### src/rtl/cfgld_pkg.sv
package cfgld_pkg;

  localparam int REG_W   = 8;
  localparam int FRAME_W = 12;
  localparam int SADDR_W = 4;

  // Reset value of the register at 0-based position pos.
  function automatic logic [REG_W-1:0] reset_value(int pos, int nreg);
    return (pos == nreg - 1) ? 8'h80 : 8'h00;
  endfunction

  // Next position of the parallel index, wrapping after the last one.
  function automatic int step_index(int cur, int nreg);
    return (cur + 1 >= nreg) ? 0 : cur + 1;
  endfunction

  // True when a serial address names an existing register (1..nreg).
  function automatic bit addr_hits(int addr, int nreg);
    return (addr >= 1) && (addr <= nreg);
  endfunction

endpackage

### src/rtl/cfgld_par_seq.sv
module cfgld_par_seq
  import cfgld_pkg::*;
#(
  parameter int NREG  = 10,
  parameter int IDX_W = $clog2(NREG)
) (
  input  logic             clk,
  input  logic             rst_n,
  input  logic             path_fifo,
  input  logic             wr_en,
  input  logic             rd_en,
  input  logic             ser_en,
  output logic             par_we,
  output logic             par_re,
  output logic             fifo_wr,
  output logic             fifo_rd,
  output logic             illegal,
  output logic [IDX_W-1:0] idx
);

  logic bad_ser;
  logic bad_both;

  assign bad_ser  = !path_fifo && ser_en;
  assign bad_both = !path_fifo && wr_en && rd_en;
  assign illegal  = bad_ser || bad_both;

  assign par_we  = !path_fifo && wr_en && !illegal;
  assign par_re  = !path_fifo && rd_en && !illegal;
  assign fifo_wr = path_fifo && wr_en;
  assign fifo_rd = path_fifo && rd_en;

  always_ff @(posedge clk) begin
    if (!rst_n) begin
      idx <= '0;
    end else if (path_fifo) begin
      idx <= '0;
    end else if (par_we || par_re) begin
      idx <= IDX_W'(step_index(int'(idx), NREG));
    end
  end

endmodule

### src/rtl/cfgld_ser_rx.sv
module cfgld_ser_rx
  import cfgld_pkg::*;
#(
  parameter int NREG  = 10,
  parameter int IDX_W = $clog2(NREG)
) (
  input  logic             clk,
  input  logic             rst_n,
  input  logic             path_fifo,
  input  logic             ser_clk,
  input  logic             ser_en,
  input  logic             ser_din,
  output logic             ser_we,
  output logic [IDX_W-1:0] ser_idx,
  output logic [REG_W-1:0] ser_data,
  output logic             frame_end
);

  localparam int CNT_W = $clog2(FRAME_W);

  // Sampled inputs, bit order {clock, enable, data}.
  logic [2:0] s1, s2, s3;
  logic [CNT_W-1:0] cnt;
  logic [FRAME_W-2:0] sh;
  logic [FRAME_W-1:0] frame_word;
  logic [SADDR_W-1:0] f_addr;
  logic bit_edge, active, take;

  assign bit_edge   = s2[2] && !s3[2];
  assign active     = s2[1] && path_fifo;
  assign take       = bit_edge && active;
  assign frame_word = {sh, s2[0]};
  assign f_addr     = frame_word[FRAME_W-1 -: SADDR_W];
  assign frame_end  = take && (cnt == CNT_W'(FRAME_W - 1));

  always_ff @(posedge clk) begin
    if (!rst_n) begin
      s1 <= '0;
      s2 <= '0;
      s3 <= '0;
    end else begin
      s1 <= {ser_clk, ser_en, ser_din};
      s2 <= s1;
      s3 <= s2;
    end
  end

  always_ff @(posedge clk) begin
    if (!rst_n) begin
      cnt      <= '0;
      sh       <= '0;
      ser_we   <= 1'b0;
      ser_idx  <= '0;
      ser_data <= '0;
    end else begin
      ser_we <= 1'b0;
      if (!active) begin
        cnt <= '0;
      end else if (take) begin
        sh <= frame_word[FRAME_W-2:0];
        if (frame_end) begin
          cnt <= '0;
          if (addr_hits(int'(f_addr), NREG)) begin
            ser_we   <= 1'b1;
            ser_idx  <= IDX_W'(int'(f_addr) - 1);
            ser_data <= frame_word[REG_W-1:0];
          end
        end else begin
          cnt <= cnt + 1'b1;
        end
      end
    end
  end

endmodule

### src/rtl/cfgld_regfile.sv
module cfgld_regfile
  import cfgld_pkg::*;
#(
  parameter int NREG  = 10,
  parameter int IDX_W = $clog2(NREG)
) (
  input  logic               clk,
  input  logic               rst_n,
  input  logic               we_a,
  input  logic [IDX_W-1:0]   idx_a,
  input  logic [REG_W-1:0]   data_a,
  input  logic               we_b,
  input  logic [IDX_W-1:0]   idx_b,
  input  logic [REG_W-1:0]   data_b,
  output logic [REG_W*NREG-1:0] regs_flat
);

  for (genvar i = 0; i < NREG; i++) begin : g_reg
    logic [REG_W-1:0] q;
    always_ff @(posedge clk) begin
      if (!rst_n) begin
        q <= reset_value(i, NREG);
      end else if (we_a && (idx_a == IDX_W'(i))) begin
        q <= data_a;
      end else if (we_b && (idx_b == IDX_W'(i))) begin
        q <= data_b;
      end
    end
    assign regs_flat[i*REG_W +: REG_W] = q;
  end

endmodule

### src/rtl/cfgld_top.sv
module cfgld_top
  import cfgld_pkg::*;
#(
  parameter int DATA_W = 36,
  parameter int NREG   = 10
) (
  input  logic                  clk,
  input  logic                  rst_n,
  input  logic                  path_fifo,
  input  logic                  wr_en,
  input  logic                  rd_en,
  input  logic [DATA_W-1:0]     wr_data,
  input  logic                  ser_clk,
  input  logic                  ser_en,
  input  logic                  ser_din,
  output logic                  fifo_wr,
  output logic                  fifo_rd,
  output logic [7:0]            rd_data,
  output logic                  rd_valid,
  output logic                  illegal,
  output logic                  two_queue,
  output logic [8*NREG-1:0]     cfg_regs
);

  localparam int IDX_W = $clog2(NREG);

  logic             par_we, par_re;
  logic [IDX_W-1:0] par_idx;
  logic             ser_we;
  logic [IDX_W-1:0] ser_idx;
  logic [REG_W-1:0] ser_data;
  logic             frame_end;
  logic [REG_W-1:0] sel_reg;

  cfgld_par_seq #(.NREG(NREG), .IDX_W(IDX_W)) u_seq (
    .clk(clk), .rst_n(rst_n), .path_fifo(path_fifo),
    .wr_en(wr_en), .rd_en(rd_en), .ser_en(ser_en),
    .par_we(par_we), .par_re(par_re),
    .fifo_wr(fifo_wr), .fifo_rd(fifo_rd),
    .illegal(illegal), .idx(par_idx)
  );

  cfgld_ser_rx #(.NREG(NREG), .IDX_W(IDX_W)) u_rx (
    .clk(clk), .rst_n(rst_n), .path_fifo(path_fifo),
    .ser_clk(ser_clk), .ser_en(ser_en), .ser_din(ser_din),
    .ser_we(ser_we), .ser_idx(ser_idx), .ser_data(ser_data),
    .frame_end(frame_end)
  );

  cfgld_regfile #(.NREG(NREG), .IDX_W(IDX_W)) u_rf (
    .clk(clk), .rst_n(rst_n),
    .we_a(par_we), .idx_a(par_idx), .data_a(wr_data[REG_W-1:0]),
    .we_b(ser_we), .idx_b(ser_idx), .data_b(ser_data),
    .regs_flat(cfg_regs)
  );

  assign sel_reg   = cfg_regs[int'(par_idx)*REG_W +: REG_W];
  assign two_queue = cfg_regs[2*REG_W];

  always_ff @(posedge clk) begin
    if (!rst_n) begin
      rd_data  <= '0;
      rd_valid <= 1'b0;
    end else begin
      rd_valid <= par_re;
      if (par_re) rd_data <= sel_reg;
    end
  end

endmodule

### config.mk
export PLATFORM = sky130hd
export DESIGN_NAME = cfgld_top
export DESIGN_NICKNAME = d
export VERILOG_FILES = /design/src/rtl/cfgld_pkg.sv /design/src/rtl/cfgld_par_seq.sv /design/src/rtl/cfgld_ser_rx.sv /design/src/rtl/cfgld_regfile.sv /design/src/rtl/cfgld_top.sv
export SDC_FILE = /design/constraint.sdc
export NUM_CORES = 1
export LEC_CHECK = 0
export BUFFER_PORTS_ARGS = -buffer_cell sky130_fd_sc_hd__buf_4
export CORE_UTILIZATION = 55
export CTS_CLUSTER_SIZE = 12
export DETAILED_ROUTE_END_ITERATION = 8
export PLACE_DENSITY = 0.81
export SLEW_MARGIN = 5
export SYNTH_ARGS = -nofsm -noshare
export SYNTH_HDL_FRONTEND = slang
export SYNTH_SLANG_ARGS = --single-unit
### constraint.sdc
create_clock -name clk -period 2.3 [get_ports clk]
set_input_delay 0.23 -clock clk [delete_from_list [all_inputs] [get_ports clk]]
set_output_delay 0.23 -clock clk [all_outputs]
set_load 0.005 [all_outputs]
==> flow_summary.toml, run 1 <==
[clocking]
cts_hold_buf = 0
root_buffer = "clkbuf_16"
tritoncts = "yes"
clkSinkCount = 128
cts_resized = 0
cts_max_path_buffers = 2
clock_latency_ns = 0.41
clkSlewWorstSetupHoldPaths_ns = 0.06
cts_inserted_buffers = 17
htree_levels = 4
post_cts_buffers = 0

[setup_path]
worstSetupPathType = "flip-flop to flip-flop"
crit_slowest_cell = "nand3_1"
startpoint_type = "flip-flop"
cp_max_fo = 25
endpoint_kind = "flip-flop"
worstPathCellList = "buf_12 > nor4b_4 > nand3_1 > o21ai_0 > a21oi_1"
max_stage_delay_ns = 0.56
critPathRequiredTime_ns = 2.56
path_delay_family = "simple AND/OR/NAND/NOR gates"
arrival_ns = 2.34
cp_num_buf_inv = 1

[global_route]
grt_overflow_total = 0
grt_pass1_vias = 5304
grt_usage_pct = 32.0
antenna_found_initial = 0
grt_max_degree = 65
grt_pass1_wl_mm = 28.4

[yosys]
yosysMostFrequentCell = "dfxtp_1"
ys.flop_type = "dfxtp_1"
synthTopCellsByArea = "dfxtp_1 (41%), mux2i_1 (13%), a21oi_1 (8.7%), o21ai_0 (7.1%), mux4_2 (5.8%)"
synth_common_cells = "dfxtp_1 (128), a21oi_1 (108), o21ai_0 (89)"
synthArstFlopShare_pct = 0
synthCells = 666
yosys.area.top_type = "dfxtp_1"
synth-edff-count = 0
ys_ff_latch = 128
syn_area_per_cell_um2 = 9.36
syn_nets = 718
seq_area_frac_synth_pct = 41.1
ys_warn_count = 0
synth_cell_types = 55
yosysTopAreaCellShare_pct = 41.1
synth_area_mm2 = 0.00623

[pwr]
total_power_mw = 5.18
p_leak_nw = 3.14
vdd.ir_drop.worst_mv = 0.377
power.density_mw_per_mm2 = 678

[route]
vias = 5563
vias_per_cell = 6.21
route.antenna.remaining_nets = 0
drc = 0
wl_mm = 18.1
first_pass_iters = 5
drt_iter0_markers = 429
avgRoutedWirePerCell_um = 20.2

[sta]
grt_setup_unrepaired = "false"
fmax_ghz = 0.482
slew-limit-headroom_pct = 53.7
hold_violations = 0
fin_setup_tns_ns = 0
tightest_slew_ns = 0.693
skew_ns = 0.0103
drv_slew = 0
setup_viol_count_final = 0
fin_ws_ns = 0.227
post-route-min-period_ns = 2.07
fin_crit_sh_pct = 90.1

[die]
die_x_um = 108
die_h_um = 108
io_pins = 137
die_area_mm2 = 0.0118
coreArea_mm2 = 0.0109
start_util_pct = 57.0
std_cell_rows = 38

[place]
place_area_mm2 = 0.00705
dpl_worst_slack_ns = 0.337
io_buffers = 108
dp.cells = 867
dp_hpwl_mm = 12.4
place.gp.congestion = 0.900

[finish]
fin_area_mm2 = 0.00764
regArea_mm2 = 0.00256
synthToLayoutAreaGrowth_pct = 22.6
fin_cells = 896
drive_above_1_share_pct = 25.0
multiInputGateArea_mm2 = 0.00335
fill_cells = 805
nets = 798
antenna_cells = 0

[run_status]
status = "completed"

[min_path]
hold_path_class = "input pin to flip-flop"

[flow_run]
drv_cap = 0
==> registers in the layout, summed over array words and instances, names as in the netlist <==
name / flops
u_seq.idx: 4
u_rx.cnt: 4
u_rx.sh: 11
u_rx.ser_data: 8
rd_valid: 1
u_rx.s3: 1
u_rx.ser_we: 1
u_rx.ser_idx: 4
rd_data: 8
u_rx.s1: 3
u_rx.s2: 3
u_rf.g.q: 80
==> routing by layer <==
layer	share of wire [%]	global-route usage (%)	vias up
met1	39	39.2	2634
met5	0	0	-
met4	3.1	13.9	0
met3	8.3	7.35	49
li1	-	-	2588
met2	49	53.5	292
==> cells in the final DEF, fill, tap and decap left out, types with 3 or more instances in the layout <==
master,netlist,layout
dfxtp_1,128,128
a21oi_1,108,108
ha_1,8,8
or3_1,4,4
mux2i_1,79,79
buf_4,7,121
nor2_1,7,7
mux2_2,8,8
clkinv_2,0,4
and3b_1,3,3
a211oi_1,6,6
inv_1,7,7
nand2b_1,3,3
a22oi_1,16,16
mux4_2,16,16
nor2_2,3,3
nand3_1,17,17
and4_1,3,3
nand4_1,4,4
bufinv_16,0,4
nor3_1,6,6
nand2_1,41,41
clkbuf_16,0,17
and2_1,12,12
o21ai_0,89,89
nor2b_1,5,5
==> area by class of cell <==
cell class | count | share of cell area [%]
multi-input combinational | 469 | 43.9
sequential | 128 | 33.5
timing repair buffer | 122 | 12.1
clock buffer | 18 | 5.61
tap | 140 | 2.29
clock inverter | 11 | 2.18
inverter | 8 | 0.393
==> metrics by stage <==
step | utilization (%) | hold WS, ns
after detailed placement | 64.5 | 0.418
after floorplan | - | 0.352
after global routing | 69.9 | 0.0299
after CTS | 69.9 | 0.0295
after global placement | 64.5 | 0.414
final | 69.9 | 0.0335
==> cell families after synthesis <==
family,count (synthesis),synth area share (%)
adders and majority gates,8,1.61
buffers and inverters,69,5.10
muxes,103,19.9
and+or+nand+nor,124,11.7
DFF,128,41.1
xor gates and xnor gates,3,0.422
AOI/OAI and AO/OA,231,20.2
==> report_power, final <==
group | switching [mW] | total [mW] | internal [mW] | leakage, nW
clock | 0.961 | 2.75 | 1.79 | 0.296
combinational | 0.119 | 0.190 | 0.0714 | 1.81
sequential | 0.00899 | 2.24 | 2.23 | 1.03
total | 1.09 | 5.18 | 4.09 | 3.14
==> worst register-to-register path, delay by kind of cell (launching register included) <==
| kind | cells | cell delay (ns) |
|---|---|---|
| AO/OA/AOI/OAI | 2 | 0.49 |
| buffers and inverters | 1 | 0.17 |
| flip-flops | 1 | 0.32 |
| AND/OR/NAND/NOR | 2 | 0.93 |
==> worst paths after layout <==
path	startpoint	end	slack, ns	cells past startpoint
max	u_seq.idx[2]	u_rf.g_reg[2].q[7]	0.23	5
min	ser_din	u_rx.s1[0]	0.03	2
max reg2reg	u_seq.idx[2]	u_rf.g_reg[2].q[7]	0.23	5
min reg2reg	u_rx.s1[1]	u_rx.s2[1]	0.43	1
Power figures use the tool's default switching activity.
==> run 2, diff against run 1 <==
--- a/config.mk
+++ b/config.mk
@@ -5,11 +5,13 @@
 export SDC_FILE = /design/constraint.sdc
 export NUM_CORES = 1
 export LEC_CHECK = 0
+export ABC_AREA = 0
 export BUFFER_PORTS_ARGS = -buffer_cell sky130_fd_sc_hd__buf_4
 export CORE_UTILIZATION = 55
 export CTS_CLUSTER_SIZE = 12
 export DETAILED_ROUTE_END_ITERATION = 8
 export PLACE_DENSITY = 0.81
+export RECOVER_POWER = 100
 export SLEW_MARGIN = 5
 export SYNTH_ARGS = -nofsm -noshare
 export SYNTH_HDL_FRONTEND = slang
==> constraint.sdc (replaced) <==
create_clock -name clk -period 2.55 [get_ports clk]
set_input_delay 0.255 -clock clk [delete_from_list [all_inputs] [get_ports clk]]
set_output_delay 0.255 -clock clk [all_outputs]
set_load 0.005 [all_outputs]
==> run 2 against run 1 <==
Compared with the run above:
- utilization is 0.24 points lower
- maximum frequency shrank 9.8%
- first-iteration DRC count is 18% higher
- register-to-register slack better by 0.03 ns
- global-route usage shrank 0.44 points
- die area unchanged
- design area decreased by 0.34%
- wire length shrank 1.8%
- critical path depth decreased by 1
==> flow_summary.toml, run 2 (synthesis results as in run 1) <==
[place]
place.gp.congestion = 0.926
dpl_worst_slack_ns = 0.438
dp_hpwl_mm = 12.2
place_area_mm2 = 0.00702
io_buffers = 108

[route]
first_pass_iters = 5
route.antenna.remaining_nets = 0
avgRoutedWirePerCell_um = 19.9
drc = 0
wl_mm = 17.8
vias_per_cell = 6.31
highest_layer = "met4"
vias = 5657
met2WireLength_mm = 8.46
wl_met1_mm = 7.00
route.met3.wl_mm = 1.57
drt_iter0_markers = 505

[finish]
regArea_mm2 = 0.00256
largest_reg_flops = 80
top_register = "u_rf.g.q"
final_cell_mix = "dfxtp_1 (128), a21oi_1 (108), clkbuf_4 (91)"
multiInputGateArea_mm2 = 0.00333
fin_area_mm2 = 0.00762
drive_above_1_share_pct = 24.4
nets = 796
synthToLayoutAreaGrowth_pct = 22.2
antenna_cells = 0
fill_cells = 845
reg_top3 = "u_rf.g.q x80, u_rx.sh x11"
final_common_cell = "dfxtp_1"
finish.utilization_pct = 69.7

[clocking]
cts_max_path_buffers = 2
cts_resized = 0
cts_inserted_buffers = 17
tritoncts = "yes"
post_cts_buffers = 0
clock_latency_ns = 0.42
clkSinkCount = 128
root_buffer = "clkbuf_16"
clkSlewWorstSetupHoldPaths_ns = 0.06
cts_hold_buf = 0
htree_levels = 4

[sta]
grt_setup_unrepaired = "false"
fin_ws_ns = 0.252
slew-limit-headroom_pct = 19.0
skew_ns = 0.00706
fin_setup_tns_ns = 0
setup_viol_count_final = 0
tightest_slew_ns = 1.21
fmax_ghz = 0.435
post-route-min-period_ns = 2.30
hold_violations = 0
drv_slew = 0
fin_crit_sh_pct = 90.1

[setup_path]
arrival_ns = 2.56
worstPathCellList = "nor4b_1 > nand3_1 > o21ai_0 > a21oi_1"
cp_num_buf_inv = 0
reg2reg_depth = 4
worstSetupPathType = "flip-flop to flip-flop"
max_stage_delay_ns = 0.65
path_delay_family = "simple AND/OR/NAND/NOR gates"
startpoint_type = "flip-flop"
crit_slowest_cell = "nand3_1"
cp_max_fo = 16
timing.rr.start = "u_seq.idx[3]"
reg2reg_to = "u_rf.g_reg[2].q[1]"
r2r_slack_ns = 0.25
critPathRequiredTime_ns = 2.81
endpoint_kind = "flip-flop"

[global_route]
grt_usage_pct = 31.5
antenna_found_initial = 0
grt_overflow_total = 0
grt_max_degree = 63
grt_pass1_wl_mm = 27.8
grt_pass1_vias = 5288

[die]
coreArea_mm2 = 0.0109
start_util_pct = 57.0
die_area_mm2 = 0.0118
io_pins = 137
die_x_um = 108
std_cell_rows = 38
die_h_um = 108

[pwr]
p_leak_nw = 3.07
total_power_mw = 4.73
power.density_mw_per_mm2 = 620
vdd.ir_drop.worst_mv = 0.619

[min_path]
min_from = "ser_clk"
hold_path_end = "u_rx.s1[2]"
hold_path_class = "input pin to flip-flop"
hold_depth = 2

[flow_run]
drv_cap = 0

[run_status]
status = "completed"
==> run 2: final cells by class <==
| class | count | share of cell area [%] |
|---|---|---|
| multi-input combinational | 469 | 43.8 |
| sequential | 128 | 33.6 |
| timing repair buffer | 120 | 11.7 |
| clock buffer | 23 | 6.54 |
| tap | 140 | 2.30 |
| clock inverter | 9 | 1.69 |
| inverter | 8 | 0.394 |
==> run 2: worst max path at each step <==
stage	from	slack (ns)	to	depth (start not counted)
6_report	u_seq.idx[3]	0.25	u_rf.g_reg[2].q[1]	4
3_5_place_dp	u_seq.idx[2]	0.44	u_rf.g_reg[6].q[7]	5
2_1_floorplan	u_rx.sh[8]	0.84	u_rx.ser_idx[3]	7
5_1_grt	u_seq.idx[3]	0.13	u_rf.g_reg[3].q[3]	4
3_3_place_gp	u_seq.idx[2]	0.51	u_rf.g_reg[6].q[6]	5
4_1_cts	u_seq.idx[2]	0.39	u_rf.g_reg[6].q[4]	5
==> run 2: per-layer routing <==
layer  track usage, %  up-vias
li1                 -     2599
met1             40.1     2699
met2             50.1      296
met3             7.11       63
met4             15.9        0
met5                0        -
==> run 2: report_power, final <==
group	internal [mW]	switching (mW)
logic	0.0615	0.107
clock network	1.66	0.873
registers	2.01	0.00805
==> run 2: stage by stage <==
step | hold slack, ns | std cells
final | 0.0617 | 897
after global routing | 0.0637 | 897
after global placement | 0.414 | 865
after CTS | 0.0508 | 897
after detailed placement | 0.418 | 865
after floorplan | 0.377 | 666
==> run 3, diff against run 2 <==
==> constraint.sdc (replaced) <==
create_clock -name clk -period 2.85 [get_ports clk]
set_input_delay 0.285 -clock clk [delete_from_list [all_inputs] [get_ports clk]]
set_output_delay 0.285 -clock clk [all_outputs]
set_load 0.01 [all_outputs]
==> run 3 against run 2 <==
Compared with the run above:
- critical path type unchanged
- via count shrank 0.21%
- clock skew grew 0.0032 ns
- combinational power shrank 11%
- utilization shrank 3.2 points
- highest routed layer unchanged
- maximum frequency shrank 5.9%
- first-iteration DRC count grew 7.3%
- sequential share of layout area grew 1.6 points
==> flow_summary.toml, run 3 (synthesis results as in run 1) <==
[clocking]
clkSlewWorstSetupHoldPaths_ns = 0.06
root_buffer = "clkbuf_16"
clkSinkCount = 128
post_cts_buffers = 0
cts_resized = 0
cts_hold_buf = 0
clock_latency_ns = 0.43
htree_levels = 4
cts_max_path_buffers = 2
tritoncts = "yes"
cts_inserted_buffers = 17

[pwr]
p_switching_mw = 0.901
switching_share_pct = 20.8
p_leak_nw = 2.73
total_power_mw = 4.33
power.density_mw_per_mm2 = 595
combPwrFrac_pct = 3.5
seq_power_share_pct = 41.8
clock_power_share_pct = 54.7
p_int_mw = 3.43
vdd.ir_drop.worst_mv = 0.407

[min_path]
hold_depth = 2
min_from = "ser_clk"
hold_path_class = "input pin to flip-flop"
hold_path_end = "u_rx.s1[2]"

[global_route]
grt_pass1_vias = 5297
grt_overflow_total = 0
antenna_found_initial = 0
grt_max_degree = 81
grt_pass1_wl_mm = 27.9
grt_usage_pct = 31.8

[sta]
post-route-min-period_ns = 2.44
hold_violations = 0
fin_crit_sh_pct = 85.7
setup_viol_count_final = 0
tightest_slew_ns = 0.814
fin_setup_tns_ns = 0
grt_setup_unrepaired = "false"
drv_slew = 0
skew_ns = 0.0103
slew-limit-headroom_pct = 44.9
fmax_ghz = 0.409

[die]
die_x_um = 108
std_cell_rows = 38
die_area_mm2 = 0.0118
io_pins = 137
coreArea_mm2 = 0.0109
start_util_pct = 57.0
die_h_um = 108

[route]
vias = 5645
wl_mm = 18.5
route.antenna.remaining_nets = 0
first_pass_iters = 5
drt_iter0_markers = 542
drc = 0
vias_per_cell = 6.30
avgRoutedWirePerCell_um = 20.6

[finish]
antenna_cells = 0
fin_cells = 896
final_common_cell = "dfxtp_1"
top_register = "u_rf.g.q"
synthToLayoutAreaGrowth_pct = 16.6
largest_reg_flops = 80
fill_cells = 938
finish.utilization_pct = 66.5
reg_top3 = "u_rf.g.q x80, u_rx.sh x11"
drive_above_1_share_pct = 11.8
final_cell_mix = "dfxtp_1 (128), a21oi_1 (108), clkbuf_1 (96)"
nets = 795

[setup_path]
arrival_ns = 2.72
r2r_slack_ns = 0.41
endpoint_kind = "flip-flop"
timing.rr.start = "u_seq.idx[2]"
critPathRequiredTime_ns = 3.13
cp_max_fo = 16
reg2reg_depth = 5
worstSetupPathType = "flip-flop to flip-flop"
reg2reg_to = "u_rf.g_reg[2].q[6]"
worstPathCellList = "buf_4 > nor4b_1 > nand3_1 > o21ai_0 > a21oi_1"
crit_slowest_cell = "nand3_1"
startpoint_type = "flip-flop"
max_stage_delay_ns = 0.65

[place]
dp_hpwl_mm = 12.2
io_buffers = 108
place.gp.congestion = 0.896
dp.cells = 864

[run_status]
status = "completed"

[flow_run]
drv_cap = 0
## run 3: changes by cell type in the layout (fill, tap and decap cells not counted), sizes merged
cell | before | now
clkinvlp | 2 | 3
clkbuf | 117 | 118
bufinv | 3 | 4
clkinv | 5 | 3
buf | 26 | 24
## run 3: area by class of cell
type | count | area (um^2) | share of cell area [%]
Multi-Input combinational cell | 469 | 3310 | 45.6
Sequential cell | 128 | 2560 | 35.3
Timing Repair Buffer | 119 | 537 | 7.39
Clock buffer | 23 | 498 | 6.85
Tap cell | 140 | 175 | 2.41
Clock inverter | 9 | 153 | 2.10
Inverter | 8 | 30.0 | 0.413
## run 3: through the flow
stage                     setup WS (ns)  hold slack [ns]  instance area [um^2]
final                             0.407           0.0740                  7270
after CTS                         0.733           0.0672                  7660
after global placement            0.874            0.415                  7010
after detailed placement          0.814            0.423                  7010
after floorplan                    1.14            0.407                  6230
after global routing              0.331           0.0743                  7270
## run 3: power by group through the flow
stage	clock, mW	combinational [mW]	sequential, mW
floorplan	0	0.0925	1.85
global placement	0	0.147	1.85
detailed placement	0	0.152	1.85
CTS	2.37	0.154	1.81
global route	2.45	0.162	1.81
finish	2.37	0.151	1.81
## run 3: how the worst max path moves through the flow
stage,slack [ns],to,from
3_5_place_dp,0.81,u_rf.g_reg[8].q[7],path_fifo
4_1_cts,0.73,u_rf.g_reg[0].q[4],u_seq.idx[1]
2_1_floorplan,1.14,u_rx.ser_idx[3],u_rx.sh[8]
6_report,0.41,u_rf.g_reg[2].q[6],u_seq.idx[2]
3_3_place_gp,0.87,u_rf.g_reg[0].q[7],path_fifo
5_1_grt,0.33,u_rf.g_reg[2].q[6],u_seq.idx[2]
## run 3: routing by layer
| layer | global-route usage (%) | routed length [um] | up-vias |
|---|---|---|---|
| met4 | 16.3 | 676 | 0 |
| met3 | 8.32 | 1530 | 64 |
| met5 | 0 | 0 | - |
| met2 | 51.9 | 8900 | 307 |
| li1 | - | - | 2586 |
| met1 | 38.6 | 7360 | 2688 |
## run 3: critical path, delay by kind of cell (launching register included)
kind / cells / cell delay (ns)
simple gates: 2 / 1.28
compound gates: 2 / 0.49
flops: 1 / 0.32
buf+inv: 1 / 0.20
